[src/rtl/mmu_chk_pkg.sv]
package mmu_chk_pkg;

    typedef enum logic [2:0] {
        ACC_FETCH  = 3'd0,
        ACC_LDST   = 3'd1,
        ACC_SEARCH = 3'd2,
        ACC_DFLUSH = 3'd3,
        ACC_IINVAL = 3'd4
    } acc_kind_e;

    typedef enum logic [1:0] {
        CAUSE_NONE   = 2'b00,
        CAUSE_DFLUSH = 2'b01,
        CAUSE_IINVAL = 2'b10
    } lock_cause_e;

    function automatic logic kind_known(input logic [2:0] k);
        return k <= 3'd4;
    endfunction

endpackage

[src/rtl/mmu_tlb_store.sv]
module mmu_tlb_store #(
    parameter int ENTRIES = 8,
    parameter int EPN_W   = 20,
    localparam int IDX_W  = $clog2(ENTRIES)
) (
    input  logic                     clk,
    input  logic                     rst_n,
    input  logic                     wr_en,
    input  logic [IDX_W-1:0]         wr_idx,
    input  logic                     wr_valid,
    input  logic                     wr_ts,
    input  logic [EPN_W-1:0]         wr_epn,
    output logic [ENTRIES-1:0]       ent_valid,
    output logic [ENTRIES-1:0]       ent_ts,
    output logic [ENTRIES*EPN_W-1:0] ent_epn
);

    typedef struct packed {
        logic [ENTRIES-1:0]       valid;
        logic [ENTRIES-1:0]       ts;
        logic [ENTRIES*EPN_W-1:0] epn;
    } table_t;

    table_t tab_d, tab_q;

    always_comb begin
        tab_d = tab_q;
        if (wr_en) begin
            for (int i = 0; i < ENTRIES; i++) begin
                if (wr_idx == IDX_W'(i)) begin
                    tab_d.valid[i]              = wr_valid;
                    tab_d.ts[i]                 = wr_ts;
                    tab_d.epn[i*EPN_W +: EPN_W] = wr_epn;
                end
            end
        end
    end

    always_ff @(posedge clk) begin
        if (!rst_n) begin
            tab_q <= '0;
        end else begin
            tab_q <= tab_d;
        end
    end

    assign ent_valid = tab_q.valid;
    assign ent_ts    = tab_q.ts;
    assign ent_epn   = tab_q.epn;

endmodule

[src/rtl/mmu_tlb_match.sv]
module mmu_tlb_match #(
    parameter int ENTRIES = 8,
    parameter int EPN_W   = 20,
    localparam int IDX_W  = $clog2(ENTRIES)
) (
    input  logic [ENTRIES-1:0]       ent_valid,
    input  logic [ENTRIES-1:0]       ent_ts,
    input  logic [ENTRIES*EPN_W-1:0] ent_epn,
    input  logic [EPN_W-1:0]         look_epn,
    input  logic                     look_ts,
    output logic                     hit,
    output logic [IDX_W-1:0]         idx
);

    logic [ENTRIES-1:0] match;

    for (genvar g = 0; g < ENTRIES; g++) begin : g_cmp
        assign match[g] = ent_valid[g]
                       && (ent_ts[g] == look_ts)
                       && (ent_epn[g*EPN_W +: EPN_W] == look_epn);
    end

    always_comb begin
        hit = |match;
        idx = '0;
        for (int i = ENTRIES - 1; i >= 0; i--) begin
            if (match[i]) begin
                idx = IDX_W'(i);
            end
        end
    end

endmodule

[src/rtl/mmu_lock_guard.sv]
module mmu_lock_guard
    import mmu_chk_pkg::*;
(
    input  logic [2:0] kind,
    input  logic       pr,
    input  logic       dunlock_en,
    input  logic       iunlock_en,
    output logic [1:0] cause,
    output logic       fwd
);

    always_comb begin
        cause = CAUSE_NONE;
        fwd   = 1'b0;
        case (kind)
            ACC_DFLUSH: begin
                if (pr && dunlock_en) cause = CAUSE_DFLUSH;
                else                  fwd   = 1'b1;
            end
            ACC_IINVAL: begin
                if (pr && iunlock_en) cause = CAUSE_IINVAL;
                else                  fwd   = 1'b1;
            end
            default: ;
        endcase
    end

endmodule

[src/rtl/mmu_access_check.sv]
module mmu_access_check
    import mmu_chk_pkg::*;
#(
    parameter int ENTRIES = 8,
    parameter int EPN_W   = 20,
    localparam int IDX_W  = $clog2(ENTRIES)
) (
    input  logic             clk,
    input  logic             rst_n,
    input  logic             req_valid,
    input  logic [2:0]       req_kind,
    input  logic [EPN_W-1:0] req_epn,
    input  logic             msr_pr,
    input  logic             msr_is,
    input  logic             msr_ds,
    input  logic             ctl_dunlock_en,
    input  logic             ctl_iunlock_en,
    input  logic             ctl_search_space,
    input  logic             wr_en,
    input  logic [IDX_W-1:0] wr_idx,
    input  logic             wr_valid,
    input  logic             wr_ts,
    input  logic [EPN_W-1:0] wr_epn,
    output logic             rsp_valid,
    output logic             rsp_hit,
    output logic [IDX_W-1:0] rsp_idx,
    output logic [1:0]       rsp_cause,
    output logic             cache_op_fwd
);

    typedef struct packed {
        logic             vld;
        logic             hit;
        logic [IDX_W-1:0] idx;
        logic [1:0]       cause;
        logic             fwd;
    } rsp_t;

    rsp_t rsp_d, rsp_q;

    logic [ENTRIES-1:0]       ent_valid;
    logic [ENTRIES-1:0]       ent_ts;
    logic [ENTRIES*EPN_W-1:0] ent_epn;
    logic                     look_ts;
    logic                     m_hit;
    logic [IDX_W-1:0]         m_idx;
    logic [1:0]               g_cause;
    logic                     g_fwd;

    mmu_tlb_store #(.ENTRIES(ENTRIES), .EPN_W(EPN_W)) u_store (
        .clk       (clk),
        .rst_n     (rst_n),
        .wr_en     (wr_en),
        .wr_idx    (wr_idx),
        .wr_valid  (wr_valid),
        .wr_ts     (wr_ts),
        .wr_epn    (wr_epn),
        .ent_valid (ent_valid),
        .ent_ts    (ent_ts),
        .ent_epn   (ent_epn)
    );

    mmu_tlb_match #(.ENTRIES(ENTRIES), .EPN_W(EPN_W)) u_match (
        .ent_valid (ent_valid),
        .ent_ts    (ent_ts),
        .ent_epn   (ent_epn),
        .look_epn  (req_epn),
        .look_ts   (look_ts),
        .hit       (m_hit),
        .idx       (m_idx)
    );

    mmu_lock_guard u_guard (
        .kind       (req_kind),
        .pr         (msr_pr),
        .dunlock_en (ctl_dunlock_en),
        .iunlock_en (ctl_iunlock_en),
        .cause      (g_cause),
        .fwd        (g_fwd)
    );

    // Space value each kind of access must find in an entry's tag
    always_comb begin
        case (req_kind)
            ACC_FETCH:  look_ts = msr_is;
            ACC_SEARCH: look_ts = ctl_search_space;
            default:    look_ts = msr_ds;
        endcase
    end

    always_comb begin
        rsp_d = '0;
        if (req_valid && kind_known(req_kind)) begin
            rsp_d.vld   = 1'b1;
            rsp_d.hit   = m_hit;
            rsp_d.idx   = m_idx;
            rsp_d.cause = g_cause;
            rsp_d.fwd   = g_fwd;
        end
    end

    always_ff @(posedge clk) begin
        if (!rst_n) begin
            rsp_q <= '0;
        end else begin
            rsp_q <= rsp_d;
        end
    end

    assign rsp_valid    = rsp_q.vld;
    assign rsp_hit      = rsp_q.hit;
    assign rsp_idx      = rsp_q.idx;
    assign rsp_cause    = rsp_q.cause;
    assign cache_op_fwd = rsp_q.fwd;

endmodule

[config.mk]
export PLATFORM = sky130hd
export DESIGN_NAME = mmu_access_check
export DESIGN_NICKNAME = d
export VERILOG_FILES = /design/src/rtl/mmu_chk_pkg.sv /design/src/rtl/mmu_tlb_store.sv /design/src/rtl/mmu_tlb_match.sv /design/src/rtl/mmu_lock_guard.sv /design/src/rtl/mmu_access_check.sv
export SDC_FILE = /design/constraint.sdc
export NUM_CORES = 1
export LEC_CHECK = 0
export CORE_ASPECT_RATIO = 0.6
export CORE_MARGIN = 1.5
export CORE_UTILIZATION = 50
export CTS_CLUSTER_SIZE = 20
export DETAILED_ROUTE_END_ITERATION = 10
export PLACE_DENSITY = 0.76
export REMOVE_ABC_BUFFERS = 1
export SLEW_MARGIN = 20
export SYNTH_ARGS = -nofsm -noshare
export SYNTH_HDL_FRONTEND = slang
export SYNTH_SLANG_ARGS = --single-unit
[constraint.sdc]
create_clock -name clk -period 2.5 [get_ports clk]
set_input_delay 0.375 -clock clk [delete_from_list [all_inputs] [get_ports clk]]
set_output_delay 0.375 -clock clk [all_outputs]
set_load 0.02 [all_outputs]
Word level (Yosys, flattened, before mapping)
Cells that the tools add are included.
Widths: inputs -> output; s select.
{"block": "op_classes", "order_cmp": 1, "eq_ne": 26, "muxes": 16, "bitwise": 2, "reduce_logical": 34}
{"operator": "$eq 20x20->1", "n": 8}
{"operator": "$mux 3", "n": 8}
{"operator": "$logic_and 1x1->1", "n": 19}
{"operator": "$reduce_and 2->1", "n": 9}
{"operator": "$eq 3x3->1 const B", "n": 5}
{"operator": "$eq 3x2->1 const B", "n": 4}
{"operator": "$eq 1x1->1", "n": 8}
{"operator": "$mux 8", "n": 1}
{"operator": "$reduce_or 8->1", "n": 1}
{"operator": "$logic_not 3->1", "n": 2}
{"operator": "$reduce_or 6->1", "n": 1}
{"operator": "$pmux 1 s2", "n": 2}
{"operator": "$pmux 2 s2", "n": 1}
{"operator": "$reduce_or 4->1", "n": 1}
{"operator": "$eq 3x1->1 const B", "n": 1}
{"operator": "$le 3x3->1 const B", "n": 1}
{"operator": "$mux 1", "n": 3}
{"operator": "$reduce_or 3->1", "n": 1}
{"operator": "$mux 2", "n": 1}
{"operator": "$not 1->1", "n": 2}
{"block": "word_totals", "register_bits": 184}

Longest topological paths before layout
{"block": "logic_depth", "word_depth": 14, "mapped_depth": 8, "depth_no_buf": 7}

By module
A second synthesis with hierarchy kept.
{"block": "unflattened", "cells_unflattened": 893, "area_unflattened_um2": 8768.4}
{"module": "mmu_tlb_store", "n_inst": 1, "cells_each": 604, "area_per_inst_um2": 6328.6, "seq_area_each_um2": 3523.4}
{"module": "mmu_tlb_match", "n_inst": 1, "cells_each": 259, "area_per_inst_um2": 2097.0, "seq_area_each_um2": 0.0}
{"module": "mmu_access_check", "n_inst": 1, "cells_each": 21, "area_per_inst_um2": 292.8, "seq_area_each_um2": 160.2}
{"module": "mmu_lock_guard", "n_inst": 1, "cells_each": 9, "area_per_inst_um2": 50.0, "seq_area_each_um2": 0.0}

Least setup slack after synthesis
OpenSTA, ideal clock, no wires.
{"block": "synth_path", "kind": "input port to flip-flop", "from": "in req_epn[14]", "to": "reg rsp_q, in the netlist rsp_idx[0]", "arrival_ns": 1.699, "required_ns": 2.381, "setup_slack_ns": 0.682, "cell_stages": 8, "path_buffers": 1, "path_cell_list": "buf_6 -> xor2_2 -> nor4_2 -> nand4_1 -> a2111o_1 -> a21boi_1 -> o21ai_1 -> a21boi_1"}
{"block": "synth_via", "elab_chain_cells": 9, "word_cells_on_any_way": 24, "classes_between": "eq/ne: 8; mux: 7; reduce/logical: 9"}
{"item": "from (decl)", "line_no": "mmu_access_check.sv:12", "source": "input logic [EPN_W-1:0] req_epn,"}
{"item": "$eq 20x20->1", "line_no": "mmu_tlb_match.sv:20", "source": "&& (ent_epn[g*EPN_W +: EPN_W] == look_epn);"}
{"item": "$logic_and 1x1->1", "line_no": "mmu_tlb_match.sv:20"}
{"item": "$mux 3 (7 in a row)", "line_no": "mmu_tlb_match.sv:27", "source": "if (match[i]) begin"}
{"item": "to (signal assigned)", "line_no": "mmu_access_check.sv:106", "source": "rsp_q <= rsp_d;"}
{"item": "to (decl)", "line_no": "mmu_access_check.sv:39", "source": "rsp_t rsp_d, rsp_q;"}
Parallel ways exist; a longest one is shown, timed or not.
A chain may end at the register's enable or synchronous reset.

Final worst setup path
{"block": "layout_path", "from": "in req_epn[10]", "to": "reg rsp_q, in the netlist rsp_idx[2]"}
{"block": "layout_via", "elab_chain_cells": 6, "word_cells_on_any_way": 21, "classes_between": "eq/ne: 8; mux: 4; reduce/logical: 9"}
{"item": "$eq 20x20->1", "line_no": "mmu_tlb_match.sv:20"}
{"item": "$logic_and 1x1->1", "line_no": "mmu_tlb_match.sv:20"}
{"item": "$mux 3 (4 in a row)", "line_no": "mmu_tlb_match.sv:27"}
Parallel ways exist; a longest one is shown, timed or not.

==> impl_results.md <==
- Power Dens Cells: 607 nW/um2
- Inst Count DP: 1375
- Num CTS Buffers: 17
- Critical path type: input port to flip-flop
- Pre-CTS setup slack: -0.290 ns
- CP Capture Type: flip-flop
- Combinational Power Share: 12.0%
- Final setup margin: 0.106 ns
- Worst Path Max Fanout: 5
- Syn Area/Cell: 8.22 um2
- Synth Warn #: 0
- Switching power: 0.00174 W
- Slowest library cell on the worst path: clkdlybuf4s50_1
- Total power: 0.00652 W
- Fin. max-slew vios: 0
- Kind of cell adding the most delay to the critical path: simple AND/OR/NAND/NOR gates
- Ports: 66
- Fin cells: 1407
- WP data arrival: 2.73 ns
- Period utilization: 95.8%
- Clk root buf: clkbuf_16
- Pin count of the biggest net entering global routing: 74
- Die area: 19000 um2
- CTS Sinks: 184
- Critical-path cell list: clkdlybuf4s50_1 -> buf_4 -> xnor2_1 -> nand4_1 -> nor4_1 -> buf_4 -> nand4_2 -> nand3_1 -> and3b_1
- RSZ-0062 raised after global routing: no
- DRT Wirelength: 27300 um
- Final GP Congestion: 0.913
- Achievable clock frequency: 418 MHz
- Vias in the first global route: 7567
- Largest stage delay on the critical path: 0.53 ns
- Worst path bufs/invs: 3
- Max Clock Skew: 0.0130 ns
- Worst-skew pair later-pin latency: 0.44 ns
- WL met3: 3310 um
- Clk pwr share: 41.5%
- Maximum VDD drop: 0.494 mV
- Fill cell count: 1544
- ANT cells: 0
- Final worst path period need: 2.39 ns
- Post-DP HPWL: 18600 um
- Initial Utilization: 52.0%
- DRC: 0
- First-pass GRT wire length: 42600 um
- Routed Antenna Nets: 0
- Vias: 7804
- # rows: 37
- Nets: 1218
- Commonest non-fill, non-tap cell in the layout: nand2_1
- Grt total ovfl: 0
- Switching share of power: 26.7%
- Top Metal Used: met4
- Drt via density: 5.55
- Required @ worst endpoint: 2.83 ns
- Distinct cells, synth: 45
- CTS H-tree depth: 4
- Asr flop ratio synth: 0%
- CTS tree: done
- Most frequent cells in the layout: nand2_1 (367), dfxtp_1 (184), a21boi_1 (150)
- Clk pin slew, worst setup/hold paths: 0.08 ns
- Total track usage: 30.0%
- CP most frequent cell: buf_4
- Hold Vio Cnt, Final: 0
- Pint: 0.00477 W
- DR pass1 iterations: 5
- Post-synthesis sequential area ratio: 40.6%
- Port buffer count: 65
- Die Height: 107 um
- Layout cells sized above 1: 10.1%
- Hold Crit Class: input port to flip-flop
- Avg WL per Cell: 19.4 um
- Startpoint Class: input port
- Post-layout util: 61.5%
- CTS Hold Bufs: 0
- Max clock buf depth: 2
- Register bit count reported by yosys: 184
- Post-Syn Area: 9080 um2
- Met2 wire len: 11300 um
- Worst Tran Pin Value: 0.565 ns
- Seq pwr share: 46.5%
- M1 WL: 12100 um
- Total core area: 17500 um2
- Run status: complete, no violations
- Max-slew headroom: 62.3%
- EDFF count, synth: 0
- Final setup vio count: 0
- Max-cap check violation count: 0
- DRT iter0 DRCs: 865
- Cells after Synth: 1105
- Die W: 177 um
- Initial antenna violation count: 1
- Synth-to-Final Area Change: 18.2%
- Most used DFF post-synth: dfxtp_1
- P_leak: 3.77 nW
==> state kept, by name, indices dropped and copies added, names as in the netlist <==
register and flops:
u_store.ent_ts 8, rsp_hit 1, u_store.ent_epn 160, u_store.ent_valid 8
rsp_cause 2, rsp_valid 1, rsp_idx 3, cache_op_fwd 1
==> synthesized netlist by cell type, types with 2 or more instances <==
cell	n	share of area, %
nand2_1	367	15
dfxtp_1	184	41
a21boi_1	150	12
xnor2_1	106	10
xor2_1	58	5.6
clkbuf_1	50	2.1
a21boi_0	29	2.4
nand4_1	26	1.8
clkbuf_2	22	1.2
nor4_1	17	1.2
nor2_1	13	0.54
nand3_1	12	0.66
buf_2	8	0.44
buf_6	8	0.99
buf_4	4	0.33
nand2b_1	4	0.28
nor3_1	4	0.22
a21oi_1	3	0.17
buf_1	3	0.12
inv_1	3	0.12
nor2b_1	3	0.21
nor4_2	3	0.41
o211ai_1	3	0.25
a211o_1	2	0.19
nand4b_1	2	0.19
xor2_2	2	0.36
==> metal layers <==
metal	track usage, %	vias to the layer above
li1	-	3687
met5	0	-
met3	8.44	49
met2	43.5	387
met1	42.7	3681
met4	9.26	0
==> worst register-to-register path: stages, from the launching register on <==
cell and delay, ns:
dfxtp_1 0.33, xor2_1 0.16, nor4_1 0.28, nand4_1 0.31, nor4_1 0.33, o211ai_1 0.20
nand3_1 0.15, and3b_1 0.18
==> path summary, 6_finish.rpt <==
| kind | startpoint | endpoint | slack [ns] | depth (start not counted) |
|---|---|---|---|---|
| min reg2reg | u_store.ent_valid[3] | u_store.ent_valid[3] | 0.46 | 2 |
| max | req_epn[10] | rsp_idx[2] | 0.11 | 9 |
| max reg2reg | u_store.ent_epn[59] | rsp_idx[2] | 0.46 | 7 |
| min | rst_n | u_store.ent_ts[6] | 0.34 | 2 |
==> cells by family after synthesis <==
logic type,Yosys count,synth area share [%]
buf+inv,98,5.29
compound gates,198,16.5
flops,184,40.6
mux,1,0.152
xor+xnor,166,16.2
simple gates,458,21.3
==> power by group through the flow <==
stage | clock (W) | sequential (W) | combinational, W
finish | 0.00270 | 0.00303 | 0.000782
detailed placement | 0 | 0.00310 | 0.000765
global placement | 0 | 0.00310 | 0.000759
global route | 0.00286 | 0.00304 | 0.000835
CTS | 0.00272 | 0.00303 | 0.000771
floorplan | 0 | 0.00309 | 0.000321
==> area by class of cell <==
cell class,count,area [um2],share of cell area [%]
Timing Repair Buffer,131,1220,11.4
Clock inverter,12,134,1.25
Multi-Input combinational cell,823,4940,46.1
Inverter,3,11.3,0.105
Clock buffer,20,447,4.16
Tap cell,234,293,2.73
Sequential cell,184,3680,34.3
==> repair_timing <==
item                       4_1_cts  5_1_grt
hold endpoints to repair         0        0
setup buffers                    0        0
setup endpoints to repair        0        2
resized for setup                0        1
==> through the flow <==
| stage | TNS, ns | cell area [um2] | hold slack (ns) |
|---|---|---|---|
| after CTS | 0 | 10700 | 0.335 |
| after global routing | 0 | 10700 | 0.340 |
| after detailed placement | -1.00 | 10100 | 0.446 |
| final | 0 | 10700 | 0.343 |
| after floorplan | 0 | 8610 | 0.431 |
| after global placement | -0.975 | 10100 | 0.442 |
Power figures use the tool's default switching activity.
